==> config.mk <==
export PLATFORM = sky130hd
export DESIGN_NAME = simd_sat_adder
export DESIGN_NICKNAME = d
export VERILOG_FILES = /design/src/rtl/simd_add_pkg.sv /design/src/rtl/simd_lane_ctrl.sv /design/src/rtl/simd_carry_chain.sv /design/src/rtl/simd_sat_clamp.sv /design/src/rtl/simd_sat_adder.sv
export SDC_FILE = /design/constraint.sdc
export NUM_CORES = 1
export LEC_CHECK = 0
export ABC_AREA = 1
export BUFFER_PORTS_ARGS = -buffer_cell sky130_fd_sc_hd__buf_4
export CORE_MARGIN = 10
export CORE_UTILIZATION = 47
export CTS_BUF_LIST = sky130_fd_sc_hd__clkbuf_4
export DETAILED_ROUTE_END_ITERATION = 6
export GPL_TIMING_DRIVEN = 1
export PLACE_DENSITY = 0.77
export SLEW_MARGIN = 10
export SYNTH_ARGS = -nofsm -noshare
export SYNTH_HDL_FRONTEND = slang
export SYNTH_SLANG_ARGS = --single-unit
==> constraint.sdc <==
create_clock -name clk -period 10.85 [get_ports clk]
set_input_delay 2.17 -clock clk [delete_from_list [all_inputs] [get_ports clk]]
set_output_delay 2.17 -clock clk [all_outputs]
set_load 0.01 [all_outputs]
==> src/rtl/simd_add_pkg.sv <==
// Package: shared types and sizing helpers for the partitioned adder.
// Assumes the lane width is a power-of-two multiple of one slice.
package simd_add_pkg;

    // Lane width select; the value is log2 of the slices per lane.
    typedef enum logic [1:0] {
        LANE_B8  = 2'd0,
        LANE_B16 = 2'd1,
        LANE_B32 = 2'd2,
        LANE_B64 = 2'd3
    } lane_mode_e;

endpackage

==> src/rtl/simd_lane_ctrl.sv <==
// Lane control: turns the lane width select into per-slice boundary
// information, i.e. whether a slice opens a lane and which slice is the
// most significant one of its lane.
// Assumes NSLICE is a power of two and at least 2^(largest mode).
module simd_lane_ctrl
    import simd_add_pkg::*;
#(
    parameter int NSLICE = 8,
    localparam int IDX_W = $clog2(NSLICE)
)(
    input  lane_mode_e                     mode,
    output logic [NSLICE-1:0]              first_slice,
    output logic [NSLICE-1:0][IDX_W-1:0]   top_idx
);

    logic [IDX_W-1:0] span;

    // Purpose: slices per lane minus one, as an index mask.
    always_comb begin
        span = IDX_W'((1 << mode) - 1);
    end

    for (genvar i = 0; i < NSLICE; i++) begin : g_slice
        // Purpose: mark lane start and point each slice at its lane's top slice.
        always_comb begin
            first_slice[i] = ((IDX_W'(i) & span) == '0);
            top_idx[i]     = IDX_W'(i) | span;
        end
    end

endmodule

==> src/rtl/simd_carry_chain.sv <==
// Carry chain: adds the operands slice by slice. The carry into a slice
// that opens a lane is forced to zero, so lanes never exchange carries.
// Assumes DATA_W is a multiple of SLICE_W.
module simd_carry_chain #(
    parameter int DATA_W  = 64,
    parameter int SLICE_W = 8,
    localparam int NSLICE = DATA_W / SLICE_W
)(
    input  logic [DATA_W-1:0] a,
    input  logic [DATA_W-1:0] b,
    input  logic [NSLICE-1:0] first_slice,
    output logic [DATA_W-1:0] sum,
    output logic [NSLICE-1:0] cout
);

    logic [NSLICE-1:0] cin;

    for (genvar i = 0; i < NSLICE; i++) begin : g_slice
        if (i == 0) begin : g_lsb
            // Purpose: the lowest slice always starts a lane.
            always_comb cin[i] = 1'b0;
        end else begin : g_mid
            // Purpose: cut the carry at a lane boundary, pass it otherwise.
            always_comb cin[i] = first_slice[i] ? 1'b0 : cout[i-1];
        end

        // Purpose: one slice-wide ripple add with its carry out.
        always_comb begin
            {cout[i], sum[i*SLICE_W +: SLICE_W]} =
                {1'b0, a[i*SLICE_W +: SLICE_W]} +
                {1'b0, b[i*SLICE_W +: SLICE_W]} +
                {{SLICE_W{1'b0}}, cin[i]};
        end
    end

endmodule

==> src/rtl/simd_sat_clamp.sv <==
// Saturation stage: detects overflow at each lane's top slice and, when
// saturation is enabled, replaces every slice of that lane by the clamp
// limit. It also spreads the lane's clamp flag over all its slices.
// Assumes top_idx comes from simd_lane_ctrl for the same lane mode.
module simd_sat_clamp #(
    parameter int DATA_W  = 64,
    parameter int SLICE_W = 8,
    localparam int NSLICE = DATA_W / SLICE_W,
    localparam int IDX_W  = $clog2(NSLICE)
)(
    input  logic [DATA_W-1:0]              a,
    input  logic [DATA_W-1:0]              b,
    input  logic [DATA_W-1:0]              raw_sum,
    input  logic [NSLICE-1:0]              cout,
    input  logic [NSLICE-1:0][IDX_W-1:0]   top_idx,
    input  logic                           sat_en,
    input  logic                           signed_en,
    output logic [DATA_W-1:0]              sum_out,
    output logic [NSLICE-1:0]              flags
);

    logic [NSLICE-1:0] a_msb;
    logic [NSLICE-1:0] b_msb;
    logic [NSLICE-1:0] s_msb;
    logic [NSLICE-1:0] ovf_u;
    logic [NSLICE-1:0] ovf_s;
    logic [NSLICE-1:0] clamp;
    logic [NSLICE-1:0] neg_lane;

    for (genvar j = 0; j < NSLICE; j++) begin : g_msb
        // Purpose: sign bits and both overflow kinds, as if slice j were a lane top.
        always_comb begin
            a_msb[j] = a[j*SLICE_W + SLICE_W - 1];
            b_msb[j] = b[j*SLICE_W + SLICE_W - 1];
            s_msb[j] = raw_sum[j*SLICE_W + SLICE_W - 1];
            ovf_u[j] = cout[j];
            ovf_s[j] = (a_msb[j] == b_msb[j]) && (s_msb[j] != a_msb[j]);
        end
    end

    for (genvar i = 0; i < NSLICE; i++) begin : g_out
        // Purpose: take the lane's overflow and sign from its top slice.
        always_comb begin
            clamp[i]    = sat_en && (signed_en ? ovf_s[top_idx[i]]
                                               : ovf_u[top_idx[i]]);
            neg_lane[i] = signed_en && a_msb[top_idx[i]];
            flags[i]    = clamp[i];
        end

        // Purpose: choose the clamp limit for this slice or keep the raw sum.
        always_comb begin
            if (!clamp[i]) begin
                sum_out[i*SLICE_W +: SLICE_W] = raw_sum[i*SLICE_W +: SLICE_W];
            end else if (!signed_en) begin
                sum_out[i*SLICE_W +: SLICE_W] = {SLICE_W{1'b1}};
            end else if (top_idx[i] == IDX_W'(i)) begin
                sum_out[i*SLICE_W +: SLICE_W] = neg_lane[i]
                    ? {1'b1, {(SLICE_W-1){1'b0}}}
                    : {1'b0, {(SLICE_W-1){1'b1}}};
            end else begin
                sum_out[i*SLICE_W +: SLICE_W] = neg_lane[i]
                    ? {SLICE_W{1'b0}} : {SLICE_W{1'b1}};
            end
        end
    end

endmodule

==> src/rtl/simd_sat_adder.sv <==
// Top: partitioned SIMD adder with optional wrap or saturate per lane,
// signed or unsigned limits, and an optional output register.
// Assumes synchronous active-low reset; with REG_OUT = 0 clk and rst_n
// only clock the assertions.
module simd_sat_adder
    import simd_add_pkg::*;
#(
    parameter int DATA_W  = 64,
    parameter int SLICE_W = 8,
    parameter bit REG_OUT = 1'b1,
    localparam int NSLICE = DATA_W / SLICE_W,
    localparam int IDX_W  = $clog2(NSLICE)
)(
    input  logic              clk,
    input  logic              rst_n,
    input  logic [63:0]       op_a,
    input  logic [63:0]       op_b,
    input  logic [1:0]        lane_mode,
    input  logic              sat_en,
    input  logic              signed_en,
    output logic [63:0]       result,
    output logic [7:0]        sat_flags
);

    lane_mode_e                    mode;
    logic [NSLICE-1:0]             first_slice;
    logic [NSLICE-1:0][IDX_W-1:0]  top_idx;
    logic [DATA_W-1:0]             raw_sum;
    logic [NSLICE-1:0]             cout;
    logic [DATA_W-1:0]             comb_sum;
    logic [NSLICE-1:0]             comb_flags;

    // Purpose: decode the raw select into the lane mode type.
    always_comb mode = lane_mode_e'(lane_mode);

    simd_lane_ctrl #(.NSLICE(NSLICE)) u_ctrl (
        .mode        (mode),
        .first_slice (first_slice),
        .top_idx     (top_idx)
    );

    simd_carry_chain #(.DATA_W(DATA_W), .SLICE_W(SLICE_W)) u_chain (
        .a           (op_a),
        .b           (op_b),
        .first_slice (first_slice),
        .sum         (raw_sum),
        .cout        (cout)
    );

    simd_sat_clamp #(.DATA_W(DATA_W), .SLICE_W(SLICE_W)) u_clamp (
        .a         (op_a),
        .b         (op_b),
        .raw_sum   (raw_sum),
        .cout      (cout),
        .top_idx   (top_idx),
        .sat_en    (sat_en),
        .signed_en (signed_en),
        .sum_out   (comb_sum),
        .flags     (comb_flags)
    );

    if (REG_OUT) begin : g_reg
        // Purpose: register result and flags, cleared by synchronous reset.
        always_ff @(posedge clk) begin
            if (!rst_n) begin
                result    <= '0;
                sat_flags <= '0;
            end else begin
                result    <= comb_sum;
                sat_flags <= comb_flags;
            end
        end

        // outputs carry the previous cycle's combinational answer.
        a_r8_one_cycle: assert property (@(posedge clk) disable iff (!rst_n)
            $past(rst_n) |=> (result == $past(comb_sum)) &&
                             (sat_flags == $past(comb_flags)));
    end else begin : g_comb
        // Purpose: pass the combinational answer straight out.
        always_comb begin
            result    = comb_sum;
            sat_flags = comb_flags;
        end
    end

    // in byte mode with wrapping, byte 1 ignores any carry from byte 0.
    a_r2_no_cross: assert property (@(posedge clk) disable iff (!rst_n)
        (mode == LANE_B8 && !sat_en) |->
            comb_sum[15:8] == 8'(op_a[15:8] + op_b[15:8]));

    // wrapping mode never raises a flag.
    a_r6_wrap_no_flag: assert property (@(posedge clk) disable iff (!rst_n)
        !sat_en |-> comb_flags == '0);

    // a single 64-bit lane flags all bytes or none.
    a_r6_full_lane_flags: assert property (@(posedge clk) disable iff (!rst_n)
        (mode == LANE_B64) |-> (comb_flags == '0 || comb_flags == '1));

    // a clamped unsigned lane shows all ones in its low byte.
    a_r4_unsigned_clamp: assert property (@(posedge clk) disable iff (!rst_n)
        (sat_en && !signed_en && comb_flags[0]) |-> comb_sum[7:0] == 8'hFF);

    // a clamped signed top lane keeps the operands' sign.
    a_r5_signed_sign: assert property (@(posedge clk) disable iff (!rst_n)
        (sat_en && signed_en && comb_flags[NSLICE-1]) |->
            comb_sum[DATA_W-1] == op_a[DATA_W-1]);

endmodule

==> results of run 1 <==
==> worst max-delay path: cells and delay by family <==
family | cells | cell delay (ps)
buffers and inverters | 51 | 6330
adders and majority gates | 5 | 1210
and+or+nand+nor | 11 | 1070
AOI/OAI and AO/OA | 4 | 800
==> how the worst max path moves through the flow <==
stage	endpoint	cells past startpoint
final	result[19]	71
after CTS	result[7]	60
after global routing	result[19]	58
after global placement	result[1]	59
after floorplan	result[0]	58
after detailed placement	result[1]	59
==> sequential cells by signal (all words and copies together) (netlist names) <==
name,cells
result,64
sat_flags,8
==> layout by cell type, fill, tap and decap left out, drive strengths merged <==
| cell | n |
|---|---|
| o21a | 2 |
| inv | 68 |
| o21ai | 19 |
| nor2 | 34 |
| a21oi | 115 |
| ha | 71 |
| nand4 | 13 |
| o311ai | 1 |
| o21bai | 4 |
| xnor2 | 7 |
| nor3 | 5 |
| clkinvlp | 1 |
| o211ai | 2 |
| and3 | 1 |
| bufinv | 1 |
| buf | 314 |
| nand2 | 203 |
| diode | 1 |
| a31oi | 10 |
| dfxtp | 72 |
| or2 | 4 |
| a21boi | 1 |
| clkinv | 5 |
| a211oi | 2 |
| a32oi | 1 |
| fa | 15 |
| clkbuf | 9 |
| nand3 | 61 |
| a21o | 3 |
| xor2 | 38 |
| nand3b | 2 |
==> power by group <==
part | total (mW) | switching, mW | internal [mW] | leakage (nW)
Combinational | 0.469 | 0.249 | 0.219 | 3.86
Clock | 0.179 | 0.111 | 0.0679 | 0.0684
Sequential | 0.313 | 0.0125 | 0.300 | 0.599
==> stage by stage <==
step | worst slack (ps) | std cells | power, mW | util [%]
floorplan | 25.80 | 770 | 0.5475 | -
global placement | -646.1 | 1142 | 0.7067 | 64.33
detailed placement | -809.3 | 1142 | 0.7123 | 64.33
CTS | -39.06 | 1221 | 0.9060 | 70.42
global route | -674.2 | 1232 | 1.017 | 73.95
finish | -325.8 | 1232 | 0.9603 | 73.95
==> cell families (layout without fill, tap and decap cells) <==
| family | after synthesis | after routing | share of synthesized area (%) |
|---|---|---|---|
| compound gates | 160 | 160 | 16.16 |
| xor+xnor | 45 | 45 | 6.826 |
| fa+ha+maj | 86 | 86 | 20.59 |
| buf+inv | 86 | 398 | 5.807 |
| flops | 72 | 72 | 24.96 |
| other cells | 0 | 1 | 0 |
| simple gates | 321 | 323 | 25.66 |
==> per-layer routing <==
| metal | part of all wire, % | vias up | global-route usage [%] |
|---|---|---|---|
| li1 | - | 3204 | - |
| met2 | 49 | 331 | 41.39 |
| met3 | 8.8 | 76 | 6.044 |
| met5 | 0 | - | 0 |
| met4 | 4.1 | 0 | 11.90 |
| met1 | 38 | 3049 | 26.33 |
==> cell type report <==
type                    count  area [sq um]
inverters                  68         255.2
well taps                 147         183.9
fillers                   927          3129
clock inverters             7         62.56
repair buffers            314          2392
diodes                      1         2.502
flip-flops and latches     72          1441
clock buffers               9         67.56
multi-input cells         614          4477
==> what timing repair did <==
item | CTS | global route
setup endpoints to repair | 72 | 72
resized for setup | 31 | 75
setup buffers | 62 | 12
cloned | 1 | 1
pin swaps | 21 | 52
==> impl_metrics.py, run 1 <==
metrics = {
    "run_status": {
        "status": "complete, but fails checks",
        "violations": "DRC, setup timing",
    },
    "placed_design": {
        "dp_hpwl_um": 14230,
        "io_buffers": 205,
        "place_congestion": 0.9285,
        "placed_cell_area_sq_um": 7727,
    },
    "clock_tree": {
        "cts.clk_slew.worst_paths_ps": 150,
        "htree_levels": 3,
        "cts_tree": "done",
        "cts_root_buffer": "clkbuf_4",
        "ctsHoldBuffers": 0,
        "cts_sinks": 72,
        "cts_buffers": 9,
        "clk_path_buf_depth": 2,
    },
    "timing": {
        "grt_setup_unrepaired": "yes",
        "worst_slack_ps": -325.8,
        "worst_pin_slew_ps": 1382,
        "drv_slew": 0,
        "setup_viol": 71,
        "final_hold_viol_count": 0,
        "min_period_ps": 11180,
        "final.period_utilization_pct": 103.0,
        "timing.hold.ws_ps": 1961,
        "max-slew-margin-rel_pct": 7.865,
        "setup-tns-final_ps": -14910,
        "max_clock_freq_ghz": 0.08948,
    },
    "detailed_routing": {
        "totalWireLength_um": 21700,
        "wl_per_cell_um": 17.62,
        "drtIter0Drc": 430,
        "firstDrtPassIters": 7,
        "vias": 6660,
        "antenna_left": 0,
        "via_per_inst": 5.406,
        "drc": 4,
    },
    "hold_path": {
        "hold_path_class": "primary input to register",
        "min_from": "rst_n",
        "min_path_cells": 3,
        "holdPathEnd": "result[39]",
    },
    "logic_synthesis": {
        "synth_cell_types": 42,
        "ys_seq_area_share_pct": 24.96,
        "synth_common_cells": "nand2_1, a21oi_1, dfxtp_1",
        "async_reset_ff_share_pct": 0,
        "synth.most_common_cell": "nand2_1",
        "synth_area_per_cell_sq_um": 7.499,
        "syn_area_sq_um": 5774,
        "synth_area_leader_cell": "dfxtp_1",
        "synth_edf_count": 0,
        "synth_nets": 990,
        "syn_inst": 770,
        "ys_warn_count": 0,
        "synth_area_leaders": "dfxtp_1, ha_1, nand2_1, a21oi_1, xor2_1",
        "ys_ff_latch": 72,
        "synth_top_flop_cell": "dfxtp_1",
        "yosys.area.top_type_share_pct": 24.96,
    },
    "critical_path": {
        "path_class": "primary input to register",
        "startpoint": "op_a[7]",
        "endpoint_kind": "register",
        "cpPeakStageDelay_ps": 270,
        "worstSetupStartpointType": "primary input",
        "path_common_cell": "buf_4",
        "cp_max_fo": 7,
        "worst_ep_arrival_time_ps": 11570,
        "crit_required_ps": 11250,
        "cp_slowest_cell": "ha_4",
    },
    "pwr": {
        "ir_drop_mv": 0.07032,
        "p_per_area_nw_per_um2": 108.1,
        "power_leakage_nw": 4.530,
    },
    "layout": {
        "fin_nets": 1299,
        "design_area_sq_um": 8882,
        "drive_gt1_share_pct": 41.79,
        "area_growth_pct": 53.82,
    },
    "global_route": {
        "grt_pass1_wl_um": 32590,
        "grt_start_max_net_pins": 70,
        "antenna_found_initial": 1,
        "grt_use_total_pct": 23.78,
        "gr-total-overflow": 0,
        "grt_pass1_vias": 6584,
    },
    "die": {
        "rows": 40,
        "core_sq_um": 12010,
        "die_y_um": 130.8,
        "io_pins": 206,
        "dieArea_sq_um": 17120,
        "dieWidth_um": 130.8,
        "start_util_pct": 48.07,
    },
    "job": {
        "cap_violations": 0,
    },
}
Note: power is estimated with default switching activity, not from simulation.
==> run 2: changes to the inputs <==
- CORE_UTILIZATION: 47 -> 35
- PLACE_DENSITY: 0.77 -> 0.6
==> run 2 against run 1 <==
Compared with the run above: the run now ends clean; global-route usage fell by 7.1 points; worst setup slack improved by 670 ps; fmax rose by 6.4%; critical path type unchanged.
==> impl_metrics.py, run 2 (synthesis results as in run 1) <==
metrics = {
    "run_status": {
        "status": "completed",
    },
    "clock_tree": {
        "cts_buffers": 9,
        "cts_root_buffer": "clkbuf_4",
        "cts_sinks": 72,
        "clk_path_buf_depth": 2,
        "cts_tree": "done",
        "htree_levels": 3,
        "ctsHoldBuffers": 0,
        "cts.clk_slew.worst_paths_ps": 130,
    },
    "timing": {
        "setup-tns-final_ps": 0,
        "drv_slew": 0,
        "final_hold_viol_count": 0,
        "worst_pin_slew_ps": 531.5,
        "setup_viol": 0,
        "grt_setup_unrepaired": "yes",
        "final.period_utilization_pct": 96.83,
        "max_clock_freq_ghz": 0.09518,
        "min_period_ps": 10510,
        "worst_slack_ps": 344.1,
        "max-slew-margin-rel_pct": 64.53,
    },
    "global_route": {
        "antenna_found_initial": 1,
        "gr-total-overflow": 0,
        "grt_pass1_wl_um": 29970,
        "grt_start_max_net_pins": 45,
        "grt_pass1_vias": 6057,
        "grt_use_total_pct": 16.65,
    },
    "critical_path": {
        "cpPeakStageDelay_ps": 380,
        "worst-path-buf-inv": 2,
        "cp_slowest_cell": "fa_2",
        "endpoint_kind": "register",
        "worst_ep_arrival_time_ps": 10890,
        "cp_top_family": "adder cells",
        "cp_max_fo": 7,
        "path_class": "primary input to register",
        "crit_required_ps": 11230,
        "worstSetupStartpointType": "primary input",
    },
    "layout": {
        "finish.utilization_pct": 52.77,
        "finalNonFillerCells": 1251,
        "drive_gt1_share_pct": 37.14,
        "layout_common_cells": "buf_4, nand2_1, a21oi_1",
        "reg.largest.list": "result (64), sat_flags (8)",
        "final_common_cell": "buf_4",
        "area_growth_pct": 46.22,
        "fin_nets": 1251,
        "top_register": "result",
        "largest_register_ffs": 64,
    },
    "detailed_routing": {
        "antenna_left": 0,
        "wl_per_cell_um": 14.89,
        "totalWireLength_um": 18620,
        "vias": 5930,
        "firstDrtPassIters": 6,
        "via_per_inst": 4.740,
        "drc": 0,
        "drtIter0Drc": 187,
    },
    "pwr": {
        "switching_share_pct": 36.82,
        "power_uw": 909.3,
        "p_int_uw": 574.5,
        "comb_power_share_pct": 47.1,
        "p_per_area_nw_per_um2": 107.7,
        "p_seq_share_pct": 34.2,
        "clockPowerShare_pct": 18.7,
        "power.switching_uw": 334.8,
        "ir_drop_mv": 0.06547,
        "power_leakage_nw": 4.315,
    },
    "hold_path": {
        "min_from": "rst_n",
        "holdPathEnd": "result[23]",
        "min_path_cells": 3,
        "hold_path_class": "primary input to register",
    },
    "die": {
        "rows": 46,
        "start_util_pct": 36.09,
        "die_y_um": 148.4,
        "io_pins": 206,
        "dieArea_sq_um": 22040,
        "core_sq_um": 16000,
        "dieWidth_um": 148.4,
    },
    "placed_design": {
        "dp_hpwl_um": 15150,
        "dpl_worst_slack_ps": -948.8,
        "io_buffers": 205,
        "dp_cells": 1214,
        "place_congestion": 0.8693,
    },
    "job": {
        "cap_violations": 0,
    },
}
run 2: cell count changes in the layout (fill, tap and decap cells not counted), moves of 4 or more:
cell,delta
buf_4,-43
nand2_1,+13
nand2_2,-12
nand3_1,+4
run 2: power by group through the flow:
stage / logic [mW] / clock network [mW] / registers, mW
floorplan: 0.213 / 0 / 0.334
global placement: 0.399 / 0 / 0.317
global route: 0.480 / 0.186 / 0.315
detailed placement: 0.400 / 0 / 0.317
finish: 0.429 / 0.170 / 0.311
CTS: 0.425 / 0.177 / 0.311
run 2: metal layers:
layer	vias up	track usage, %	share of wire, %	wire length [um]
li1	3109	-	-	-
met1	2650	19.89	44	8239
met5	-	0	0	0
met3	18	4.915	6.1	1142
met4	0	4.955	1.5	275
met2	153	28.11	48	8965
run 2: repair_timing:
item,CTS,global route
resized for setup,57,15
buffers inserted,12,9
pin swaps,42,19
cloned,1,0
setup endpoints to repair,72,72
run 2: final cells by class:
class	instances	area, sq um
fill	1638	7557
multi-input combinational	613	4335
timing repair buffer	267	2016
sequential	72	1441
tap	216	270.3
inverter	68	255.2
clock buffer	10	75.07
clock inverter	4	47.55
antenna	1	2.502
run 2: tightest hold or removal path, delay by kind of cell:
kind | cells | cell delay, ps
and+or+nand+nor | 2 | 90
buffers and inverters | 1 | 140
run 2: how the worst max path moves through the flow:
stage	startpoint	to	slack, ps	cells after the start
6_report	op_b[0]	result[0]	340	58
5_1_grt	op_b[0]	result[0]	-140	58
3_5_place_dp	op_a[0]	result[4]	-950	59
4_1_cts	op_b[0]	result[4]	-20	58
2_1_floorplan	op_a[0]	result[0]	30	58
3_3_place_gp	op_a[0]	result[4]	-800	59
run 2: per-stage QoR:
stage               cell area, sq um  hold WS (ps)
finish                          8443          1976
detailed placement              7836          2459
global route                    8443          1956
floorplan                       5799          2290
CTS                             8294          1931
global placement                7836          2459
==> run 3: changes to the inputs <==
- PLACE_DENSITY: 0.6 -> not set
- PLACE_DENSITY_LB_ADDON: not set -> 0.2
==> run 3 against run 2 <==
Compared with the run above: total power increased by 10%; fmax decreased by 2.2%; flip-flop and latch count unchanged; hold slack got worse by 4.8 ps; count of clock-buffer cells in the layout unchanged; sequential power about the same; die area unchanged; non-clock buffer count increased by 22; utilization increased by 3.0 points; largest cell class unchanged.
==> impl_metrics.py, run 3 (synthesis results as in run 1) <==
metrics = {
    "run_status": {
        "status": "completed",
    },
    "placed_design": {
        "io_buffers": 205,
        "dp_cells": 1213,
        "placed_cell_area_sq_um": 7829,
        "place_congestion": 0.8564,
        "dp_hpwl_um": 15040,
    },
    "clock_tree": {
        "cts_tree": "done",
        "cts_buffers": 9,
        "clk_path_buf_depth": 2,
        "ctsHoldBuffers": 0,
        "cts_sinks": 72,
        "cts_root_buffer": "clkbuf_4",
        "cts.clk_slew.worst_paths_ps": 130,
        "htree_levels": 3,
    },
    "critical_path": {
        "cp_slowest_cell": "fa_2",
        "worst_ep_arrival_time_ps": 11070,
        "path_class": "primary input to register",
        "crit_required_ps": 11170,
        "path_common_cell": "fa_2",
        "worstSetupStartpointType": "primary input",
        "endpoint_kind": "register",
        "cpPeakStageDelay_ps": 380,
        "cp_max_fo": 7,
    },
    "timing": {
        "min_period_ps": 10740,
        "grt_setup_unrepaired": "yes",
        "final.period_utilization_pct": 99.01,
        "final_hold_viol_count": 0,
        "worst_pin_slew_ps": 587.1,
        "drv_slew": 0,
        "setup_viol": 0,
        "max_clock_freq_ghz": 0.09309,
        "max-slew-margin-rel_pct": 60.82,
    },
    "global_route": {
        "grt_start_max_net_pins": 45,
        "antenna_found_initial": 2,
        "grt_pass1_vias": 6161,
        "grt_use_total_pct": 16.60,
        "gr-total-overflow": 0,
        "grt_pass1_wl_um": 29990,
    },
    "layout": {
        "largest_register_ffs": 64,
        "layout_common_cells": "buf_4, nand2_1, a21oi_1",
        "final_common_cell": "buf_4",
        "area_growth_pct": 54.52,
        "reg.largest.list": "result (64), sat_flags (8)",
        "finalNonFillerCells": 1281,
        "fin_nets": 1278,
        "drive_gt1_share_pct": 42.33,
        "top_register": "result",
        "n_fill_cell": 1537,
        "design_area_sq_um": 8922,
    },
    "die": {
        "die_y_um": 148.4,
        "dieArea_sq_um": 22040,
        "core_sq_um": 16000,
        "start_util_pct": 36.09,
        "io_pins": 206,
        "dieWidth_um": 148.4,
        "rows": 46,
    },
    "detailed_routing": {
        "drc": 0,
        "wl_per_cell_um": 15.20,
        "totalWireLength_um": 19480,
        "antenna_left": 0,
        "via_per_inst": 4.781,
        "drtIter0Drc": 189,
        "firstDrtPassIters": 4,
        "vias": 6125,
    },
    "hold_path": {
        "hold_path_class": "primary input to register",
    },
    "pwr": {
        "power_leakage_nw": 4.508,
        "p_per_area_nw_per_um2": 112.3,
        "ir_drop_mv": 0.06297,
    },
    "job": {
        "cap_violations": 0,
    },
}
[run 3: power by group]
part | switching, mW | internal, mW | leakage, nW
Clock | 0.104 | 0.119 | 0.0961
Sequential | 0.0112 | 0.300 | 0.599
Combinational | 0.245 | 0.223 | 3.81
Total | 0.360 | 0.642 | 4.51
[run 3: area by class of cell]
cell class / instances / area, sq um / share of cell area (%)
Clock buffer: 10 / 75.07 / 0.8414
Clock inverter: 6 / 106.4 / 1.192
Inverter: 68 / 255.2 / 2.861
Tap cell: 216 / 270.3 / 3.029
Multi-Input combinational cell: 618 / 4581 / 51.34
Sequential cell: 72 / 1441 / 16.15
Antenna cell: 2 / 5.005 / 0.05609
Timing Repair Buffer: 289 / 2188 / 24.53
[run 3: critical path, delay by kind of cell]
family	cells	cell delay, ps
buf+inv	2	210
simple gates	27	2460
compound gates	9	790
fa+ha+maj	16	5420
[run 3: metrics by stage]
step | utilization [%] | total power, mW | hold slack [ps] | setup TNS [ps] | worst slack [ps]
floorplan | - | 0.5475 | 2290 | 0 | 25.80
finish | 55.76 | 1.002 | 1972 | 0 | 107.2
global placement | 48.93 | 0.7145 | 2465 | -50880 | -791.8
detailed placement | 48.93 | 0.7162 | 2463 | -67990 | -1028
CTS | 52.68 | 0.9742 | 1930 | -4067 | -136.5
global route | 55.76 | 1.076 | 1932 | -14200 | -286.4
[run 3: path summary, 6_finish.rpt]
path                start          to  slack [ps]  cells past startpoint
hold / removal      rst_n  result[39]        1970                      3
setup / recovery  op_b[0]   result[5]         110                     54
[run 3: timing repair]
action | 4_1_cts | 5_1_grt
pin swaps | 28 | 53
buffers inserted | 29 | 17
gates resized for setup | 50 | 80
endpoints found under the setup margin | 72 | 72
gates cloned | 2 | 5
[run 3: layer usage]
layer	global-route usage, %	part of all wire (%)	routed length, um
met2	27.88	48	9424
met1	19.86	43	8409
met3	5.249	6.6	1287
met5	0	0	0
met4	4.609	1.8	354
